`config.mk`:
```
export PLATFORM = sky130hd
export DESIGN_NAME = dmacmd_capture
export DESIGN_NICKNAME = d
export VERILOG_FILES = /design/src/rtl/dmacmd_pkg.sv /design/src/rtl/dmacmd_beat_seq.sv /design/src/rtl/dmacmd_issue.sv /design/src/rtl/dmacmd_status.sv /design/src/rtl/dmacmd_capture.sv
export SDC_FILE = /design/constraint.sdc
export NUM_CORES = 1
export LEC_CHECK = 0
export BUFFER_PORTS_ARGS = -buffer_cell sky130_fd_sc_hd__buf_2
export CAP_MARGIN = 40
export CORE_MARGIN = 5
export CORE_UTILIZATION = 45
export CTS_CLUSTER_DIAMETER = 50
export DETAILED_ROUTE_END_ITERATION = 10
export PLACE_DENSITY = 0.67
export SYNTH_ARGS = -nofsm -noshare
export SYNTH_HDL_FRONTEND = slang
export SYNTH_SLANG_ARGS = --single-unit
```
`constraint.sdc`:
```
create_clock -name clk -period 1.9 [get_ports clk]
set_input_delay 0.095 -clock clk [delete_from_list [all_inputs] [get_ports clk]]
set_output_delay 0.095 -clock clk [all_outputs]
set_load 0.02 [all_outputs]
```
`src/rtl/dmacmd_pkg.sv`:
```
package dmacmd_pkg;
    localparam int BEAT_W  = 16;
    localparam int PAGE_W  = 8;
    localparam int BLEN_W  = 8;
    localparam int HADDR_W = 2 * BEAT_W;
    localparam logic [3:0] CODE_DMA = 4'h2;

    typedef struct packed {
        logic               dir;
        logic [PAGE_W-1:0]  pages;
        logic [HADDR_W-1:0] haddr;
        logic [BLEN_W-1:0]  blen;
        logic               irq;
    } dma_cmd_t;
endpackage

```
`src/rtl/dmacmd_beat_seq.sv`:
```
module dmacmd_beat_seq
    import dmacmd_pkg::*;
#(
    parameter int ADDR_W = 8,
    parameter logic [ADDR_W-1:0] DATA_OFFS = 8'h10
) (
    input  logic              clk,
    input  logic              rst_n,
    input  logic              wr_en,
    input  logic [ADDR_W-1:0] wr_addr,
    input  logic [BEAT_W-1:0] wr_data,
    input  logic              dma_enable,
    input  logic              blocked,
    output logic              fire,
    output logic              err_set,
    output dma_cmd_t          cmd_next
);
    localparam int CNT_W = 2;

    typedef struct packed {
        logic [CNT_W-1:0] cnt;
        dma_cmd_t         cmd;
    } seq_t;

    seq_t s_q, s_d;
    logic hit;

    always_comb begin
        s_d     = s_q;
        fire    = 1'b0;
        err_set = 1'b0;
        hit     = wr_en && (wr_addr == DATA_OFFS) && !blocked;
        if (!dma_enable) begin
            s_d.cnt = '0;
        end else if (hit) begin
            case (s_q.cnt)
                2'd0: begin
                    if (wr_data[15:12] == CODE_DMA && wr_data[11:9] == 3'b000) begin
                        s_d.cmd.dir   = wr_data[8];
                        s_d.cmd.pages = wr_data[PAGE_W-1:0];
                        s_d.cnt       = 2'd1;
                    end else begin
                        err_set = 1'b1;
                    end
                end
                2'd1: begin
                    s_d.cmd.haddr[HADDR_W-1:BEAT_W] = wr_data;
                    s_d.cnt = 2'd2;
                end
                2'd2: begin
                    if (wr_data[1:0] != 2'b00) begin
                        err_set = 1'b1;
                        s_d.cnt = 2'd0;
                    end else begin
                        s_d.cmd.haddr[BEAT_W-1:0] = wr_data;
                        s_d.cnt = 2'd3;
                    end
                end
                default: begin
                    s_d.cnt = 2'd0;
                    if (wr_data[15:9] != 7'd0) begin
                        err_set = 1'b1;
                    end else begin
                        s_d.cmd.irq  = wr_data[8];
                        s_d.cmd.blen = wr_data[BLEN_W-1:0];
                        fire = 1'b1;
                    end
                end
            endcase
        end
        cmd_next = s_d.cmd;
    end

    always_ff @(posedge clk or negedge rst_n) begin
        if (!rst_n) s_q <= '0;
        else        s_q <= s_d;
    end

    AST_DISABLE_FLUSH: assert property (@(posedge clk) disable iff (!rst_n)
        !dma_enable |=> s_q.cnt == '0);
endmodule

```
`src/rtl/dmacmd_issue.sv`:
```
module dmacmd_issue
    import dmacmd_pkg::*;
(
    input  logic     clk,
    input  logic     rst_n,
    input  logic     fire,
    input  dma_cmd_t cmd_in,
    input  logic     cmd_ready,
    input  logic     xfer_done,
    output logic     cmd_valid,
    output dma_cmd_t cmd_out,
    output logic     blocked,
    output logic     done_set,
    output logic     idle
);
    typedef struct packed {
        logic     pend;
        logic     busy;
        logic     irq;
        dma_cmd_t cmd;
    } iss_t;

    iss_t i_q, i_d;

    always_comb begin
        i_d      = i_q;
        done_set = 1'b0;
        if (fire) begin
            i_d.pend = 1'b1;
            i_d.cmd  = cmd_in;
        end
        if (i_q.pend && cmd_ready) begin
            i_d.pend = 1'b0;
            i_d.busy = 1'b1;
            i_d.irq  = i_q.cmd.irq;
        end
        if (i_q.busy && xfer_done) begin
            i_d.busy = 1'b0;
            done_set = i_q.irq;
        end
    end

    always_ff @(posedge clk or negedge rst_n) begin
        if (!rst_n) i_q <= '0;
        else        i_q <= i_d;
    end

    assign cmd_valid = i_q.pend;
    assign cmd_out   = i_q.cmd;
    assign blocked   = i_q.pend || i_q.busy;
    assign idle      = !(i_q.pend || i_q.busy);

    AST_HOLD_UNTIL_READY: assert property (@(posedge clk) disable iff (!rst_n)
        cmd_valid && !cmd_ready |=> cmd_valid && $stable(cmd_out));
    AST_ADDR_ALIGNED: assert property (@(posedge clk) disable iff (!rst_n)
        cmd_valid |-> cmd_out.haddr[1:0] == 2'b00);
    AST_NO_FIRE_WHEN_BUSY: assert property (@(posedge clk) disable iff (!rst_n)
        fire |-> !i_q.pend && !i_q.busy);
endmodule

```
`src/rtl/dmacmd_status.sv`:
```
module dmacmd_status #(
    parameter int ADDR_W = 8,
    parameter logic [ADDR_W-1:0] STAT_OFFS = 8'h14
) (
    input  logic              clk,
    input  logic              rst_n,
    input  logic              wr_en,
    input  logic [ADDR_W-1:0] wr_addr,
    input  logic [1:0]        wr_bits,
    input  logic              done_set,
    input  logic              err_set,
    output logic              done_stat,
    output logic              err_stat
);
    typedef struct packed {
        logic done;
        logic err;
    } stat_t;

    stat_t t_q, t_d;
    logic  clr_done, clr_err;

    always_comb begin
        clr_done = wr_en && (wr_addr == STAT_OFFS) && wr_bits[0];
        clr_err  = wr_en && (wr_addr == STAT_OFFS) && wr_bits[1];
        t_d.done = (t_q.done && !clr_done) || done_set;
        t_d.err  = (t_q.err  && !clr_err)  || err_set;
    end

    always_ff @(posedge clk or negedge rst_n) begin
        if (!rst_n) t_q <= '0;
        else        t_q <= t_d;
    end

    assign done_stat = t_q.done;
    assign err_stat  = t_q.err;

    AST_DONE_STICKY: assert property (@(posedge clk) disable iff (!rst_n)
        done_stat && !clr_done |=> done_stat);
    AST_ERR_STICKY: assert property (@(posedge clk) disable iff (!rst_n)
        err_stat && !clr_err |=> err_stat);
endmodule

```
`src/rtl/dmacmd_capture.sv`:
```
module dmacmd_capture
    import dmacmd_pkg::*;
#(
    parameter int ADDR_W = 8,
    parameter logic [ADDR_W-1:0] DATA_OFFS = 8'h10,
    parameter logic [ADDR_W-1:0] STAT_OFFS = 8'h14
) (
    input  logic               clk,
    input  logic               rst_n,
    input  logic               wr_en,
    input  logic [ADDR_W-1:0]  wr_addr,
    input  logic [BEAT_W-1:0]  wr_data,
    input  logic               dma_enable,
    output logic               cmd_valid,
    input  logic               cmd_ready,
    output logic               cmd_dir,
    output logic [PAGE_W-1:0]  cmd_pages,
    output logic [HADDR_W-1:0] cmd_addr,
    output logic [BLEN_W-1:0]  cmd_blen,
    output logic               cmd_irq,
    input  logic               xfer_done,
    output logic               done_irq,
    output logic               cmd_err,
    output logic               dma_idle
);
    logic     fire, err_set, blocked, done_set;
    dma_cmd_t cmd_next, cmd_out;

    dmacmd_beat_seq #(.ADDR_W(ADDR_W), .DATA_OFFS(DATA_OFFS)) u_seq (
        .clk(clk), .rst_n(rst_n), .wr_en(wr_en), .wr_addr(wr_addr),
        .wr_data(wr_data), .dma_enable(dma_enable), .blocked(blocked),
        .fire(fire), .err_set(err_set), .cmd_next(cmd_next)
    );

    dmacmd_issue u_iss (
        .clk(clk), .rst_n(rst_n), .fire(fire), .cmd_in(cmd_next),
        .cmd_ready(cmd_ready), .xfer_done(xfer_done), .cmd_valid(cmd_valid),
        .cmd_out(cmd_out), .blocked(blocked), .done_set(done_set), .idle(dma_idle)
    );

    dmacmd_status #(.ADDR_W(ADDR_W), .STAT_OFFS(STAT_OFFS)) u_stat (
        .clk(clk), .rst_n(rst_n), .wr_en(wr_en), .wr_addr(wr_addr),
        .wr_bits(wr_data[1:0]), .done_set(done_set), .err_set(err_set),
        .done_stat(done_irq), .err_stat(cmd_err)
    );

    assign cmd_dir   = cmd_out.dir;
    assign cmd_pages = cmd_out.pages;
    assign cmd_addr  = cmd_out.haddr;
    assign cmd_blen  = cmd_out.blen;
    assign cmd_irq   = cmd_out.irq;
endmodule

```
=== After elaboration in Yosys (flattened, before gate mapping) ===
Index checks and enable logic that the tools add are counted.

* Register bits: 107
* Bits in latches: 0
* Memory bits (writable): 0
* ROM bits: 0
* Input bits: 30
* Logic and storage cells: 73
* Memories kept: 0

* $add $sub $neg: 0
* Multipliers: 0
* Div/mod/pow operators: 0
* $lt $le $gt $ge: 0
* Eq/ne operators: 7
* Shift-type cells: 0
* Muxes and demuxes: 26
* Bitwise gates (word level): 0
* Reductions and logical operators: 24

{| class="wikitable"
|+ Operators with widths
! kind !! count
|-
| $mux W52 || 1
|-
| $mux W50 || 1
|-
| $mux W16 || 3
|-
| $mux W9 || 3
|-
| $eq A8 B5 Y1 const B || 2
|-
| $mux W1 || 12
|-
| $mux W11 || 1
|-
| $logic_and A1 B1 Y1 || 10
|-
| $reduce_bool A7 Y1 || 1
|-
| $pmux W2 S3 || 1
|-
| $reduce_bool A2 Y1 || 3
|-
| $eq A4 B2 Y1 const B || 1
|-
| $mux W2 || 2
|-
| $logic_not A1 Y1 || 3
|-
| $logic_not A3 Y1 || 1
|-
| $logic_or A1 B1 Y1 || 3
|-
| $mux W3 || 1
|-
| $ne A3 B2 Y1 const B || 1
|-
| $pmux W1 S3 || 1
|-
| $reduce_or A3 Y1 || 1
|-
| $eq A2 B1 Y1 const B || 1
|-
| $eq A2 B2 Y1 const B || 1
|-
| $logic_not A2 Y1 || 1
|-
| $ne A2 B1 Y1 const B || 1
|-
| $reduce_and A2 Y1 || 1
|}

=== Depth between registers and ports, before layout ===
* Word-level depth: 8
* Mapped depth: 7
* Depth with buffers taken out: 4

=== By module ===
From an unflattened synthesis, not the netlist that was laid out.

* Cells, all modules: 361
* Area, all modules: 5270.1 um2

{| class="wikitable"
|+ By module, submodules not included
! module !! instances !! cells each !! area an instance (um2)
|-
| dmacmd_issue || 1 || 167 || 2615.0
|-
| dmacmd_beat_seq || 1 || 183 || 2542.4
|-
| dmacmd_status || 1 || 11 || 112.6
|}

=== Worst setup path after synthesis ===
No wires, ideal clock.

* Kind: flip-flop to flip-flop
* From: register u_iss.i_q (netlist bit u_iss.cmd_valid)
* To: register u_iss.i_q (netlist bit u_iss.cmd_out[0])
* Library setup time: 0.127 ns
* Arrival time: 1.820 ns
* Data required time: 1.773 ns
* Path slack: -0.048 ns
* Cell stages (with the launch flop): 8
* Path buffers: 3
* Cells stage by stage: dfrtp_1 -> nor4b_1 -> and3_1 -> buf_4 -> and3_1 -> buf_4 -> buf_6 -> mux2_1

* Longest elaborated chain between the ends: 5
* Elaborated cells between the ends (all ways): 7
* Those cells by class: mux: 4; reduce/logical: 3

{| class="wikitable"
|+ Ends and longest elaborated chain
! what !! line !! RTL
|-
| from (decl) || dmacmd_issue.sv:23 || <nowiki>iss_t i_q, i_d;</nowiki>
|-
| from (signal assigned) || dmacmd_issue.sv:45 || <nowiki>else i_q <= i_d;</nowiki>
|-
| $logic_or A1 B1 Y1 (*) || dmacmd_issue.sv:50 || <nowiki>assign blocked = i_q.pend || i_q.busy;</nowiki>
|-
| $logic_not A1 Y1 (*) || dmacmd_beat_seq.sv:32 || <nowiki>hit = wr_en && (wr_addr == DATA_OFFS) && !blocked;</nowiki>
|-
| $logic_and A1 B1 Y1 (*) || dmacmd_beat_seq.sv:32 ||
|-
| $mux W52 or $mux W1 (tied branches) || dmacmd_beat_seq.sv:35 || <nowiki>end else if (hit) begin</nowiki>
|-
| $mux W50 or $mux W1 (tied branches) || dmacmd_beat_seq.sv:33 || <nowiki>if (!dma_enable) begin</nowiki>
|}

Mark *: on every way between the ends. The rest lies on a longest branch, timed or not. The select of a mux whose other input is x is not followed.
A chain may end at the register's enable or synchronous reset.

=== Final worst setup path ===
* From: register u_iss.i_q[51] (netlist bit)
* To: register u_iss.i_q (netlist bit u_iss.cmd_out[2])

Same word-level chain as after synthesis.

==> reports/metrics.yaml <==
drt:
  vias: 2768
  dr.pass1.iters: 4
  drc: 0
  drt-initial-drc-count: 123
  wl_um: 9350
  drt-vias-per-instance: 4.94
  wl_per_cell_um: 16.7
  ant_nets: 0
synthesis:
  synth_top_area_cell: "dfrtp_1"
  ys_ff_latch: 98
  synth_cells: 375
  synthTopCellsByArea: "dfrtp_1 55%, mux2_2 8.9%, buf_4 8.7%, nand4_1 4.0%, mux2i_1 3.8%"
  syn_avg_cell_area_sq_um: 11.8
  seq_area_frac_synth: 0.554
  syn_area_sq_um: 4420
  synth_warnings: 0
  yosys.cell_types.count: 34
  yosys.area.top_type_share: 0.554
  syn_nets: 405
hold_path:
  hold_class: "in2reg"
cells_and_area:
  final_nets: 452
  fillers: 856
  areaGrowthSynthToFinish_pct: 13.4
  drive_above_1_share: 0.377
  num_antenna_cells: 0
  final_common_cell: "dfrtp_1"
  mostFrequentLayoutCells: "98 x dfrtp_1, 82 x buf_2, 42 x inv_1"
floorplanning:
  io_pins: 84
  rows: 36
  coreArea_sq_um: 9680
  initial_core_util: 0.457
  chipWidth_um: 109
  die_h_um: 109
  die-area_sq_um: 11900
critical_path:
  end_kind: "flip-flop"
  crit_required_ns: 2.14
  critPathMaxFanout: 26
  worstSetupPathType: "reg2reg"
  reg2reg_slack_ns: 0.08
  critical_path_arrival_ns: 2.06
  start_kind: "flip-flop"
global_route:
  antenna_found_initial: 0
  grt_pass1_vias: 2966
  grt_start_max_net_pins: 53
  grt_use_total: 0.166
  grt_pass1_wl_um: 15200
  grt_overflow_total: 0
sta:
  max_freq_mhz: 550
  finalSetupViolCount: 0
  relSlewSlack: 0.746
  finalCritPeriodShare: 0.958
  finalHoldViolCount: 0
  worstMarginPinSlew_ns: 0.381
  maxSlewViolCount: 0
  fin_ws_ns: 0.0803
  tns_ns: 0
  period_minus_slack_ns: 1.82
  skew_ns: 0.0153
clock_network:
  cts_max_level: 3
  cts_buffers: 9
  cts_tree: "built"
  cts_sinks: 98
  max-clock-path-buffers: 2
  clk_pin_slew_ns: 0.10
  root_buffer: "clkbuf_8"
  clkLatencyLatePin_ns: 0.36
status:
  outcome: "finished, final reports clean"
placed_design:
  io_buffers: 83
  place_ws_ns: -0.0245
  dp_hpwl_um: 6700
  gp_congestion: 0.808
flow_run:
  drv_cap: 0
power:
  peakVddDrop_mv: 0.583
  p_leak_uw: 0.00259
  p_per_area_nw_per_um2: 750
==> area by class of cell <==
class | count | area, sq um | area share
well taps | 133 | 166 | 0.0332
multi-input cells | 166 | 1370 | 0.273
repair buffers | 104 | 629 | 0.125
flip-flops and latches | 98 | 2450 | 0.489
inverters | 43 | 161 | 0.0322
clock inverters | 5 | 85.1 | 0.0170
clock buffers | 11 | 151 | 0.0302
==> registers in the layout (all words and copies together) (netlist names) <==
register / cells
u_iss.cmd_out: 50
u_seq.s_q: 43
u_iss.i_q: 2
u_iss.cmd_valid: 1
u_stat.done_stat: 1
u_stat.err_stat: 1
==> logic make-up after synthesis <==
family	synth area share
AO/OA/AOI/OAI	0.0410
buffers and inverters	0.144
multiplexers	0.163
AND/OR/NAND/NOR	0.0973
flip-flops	0.554
==> path summary, 6_finish.rpt <==
kind	endpoint	depth (start not counted)	startpoint
max	u_iss.cmd_out[2]	5	u_iss.i_q[51]
min	u_seq.s_q[20]	2	wr_data[11]
max reg2reg	u_iss.cmd_out[2]	5	u_iss.i_q[51]
min reg2reg	u_iss.cmd_out[7]	1	u_iss.cmd_out[7]
max in group asynchronous	u_seq.s_q[29]	3	rst_n
min in group asynchronous	u_seq.s_q[22]	2	rst_n
==> cell usage after synthesis <==
library cell / instances
mux2i_1: 17
nor4b_1: 1
nor4_2: 2
inv_2: 1
nand2b_1: 1
a32o_1: 1
o211a_1: 1
nand4b_1: 1
clkbuf_1: 8
buf_4: 51
o41ai_1: 1
buf_6: 3
nand2_2: 2
and4b_1: 1
nor2_1: 3
o311a_1: 1
nand3_1: 1
a41o_1: 1
and3_1: 2
mux2_2: 35
buf_2: 5
and2_1: 2
a21o_1: 1
o21ai_0: 25
nor2b_1: 1
nor4b_4: 2
nand2_1: 20
clkbuf_2: 1
or4_1: 1
inv_1: 42
nor2_2: 1
dfrtp_1: 98
nand4_1: 28
mux2_1: 14
==> layer usage <==
metal | vias to the layer above | share of wire | GRT usage | wire length (um)
li1 | 1308 | - | - | -
met3 | 8 | 0.050 | 0.0284 | 466
met5 | - | 0 | 0 | 0
met4 | 0 | 0.0098 | 0.0532 | 92
met1 | 1380 | 0.47 | 0.238 | 4410
met2 | 72 | 0.47 | 0.257 | 4380
==> critical path: stages, from the launching register on <==
cell and delay (ns):
dfrtp_1 0.39, nor4b_2 0.31, and3_1 0.24, and3_2 0.25, buf_12 0.17, mux2_1 0.34
==> what timing repair did <==
action	CTS	global route
pin swaps	0	1
endpoints found under the setup margin	8	56
buffers inserted	0	2
endpoints found under the hold margin	85	0
hold buffers	5	0
gates cloned	0	0
resized for setup	0	6
==> stage by stage <==
step / instance area, sq um / hold slack, ns / util / power (uW) / std cells
3_3_place_gp: 4680 / -0.0187 / 0.483 / 2250 / 537
4_1_cts: 4970 / 0.000173 / 0.513 / 3810 / 558
2_1_floorplan: 4430 / -0.201 / - / 2140 / 375
6_report: 5020 / 0.0252 / 0.518 / 3760 / 560
5_1_grt: 5020 / 0.00550 / 0.518 / 3920 / 560
3_5_place_dp: 4680 / -0.0162 / 0.483 / 2260 / 537
==> power by group <==
part / switching (uW) / internal [uW] / leakage (uW)
Combinational: 91.8 / 46.4 / 0.00132
Clock: 719 / 821 / 0.000116
Sequential: 1.15 / 2080 / 0.00116
(Power assumes the default switching activity.)
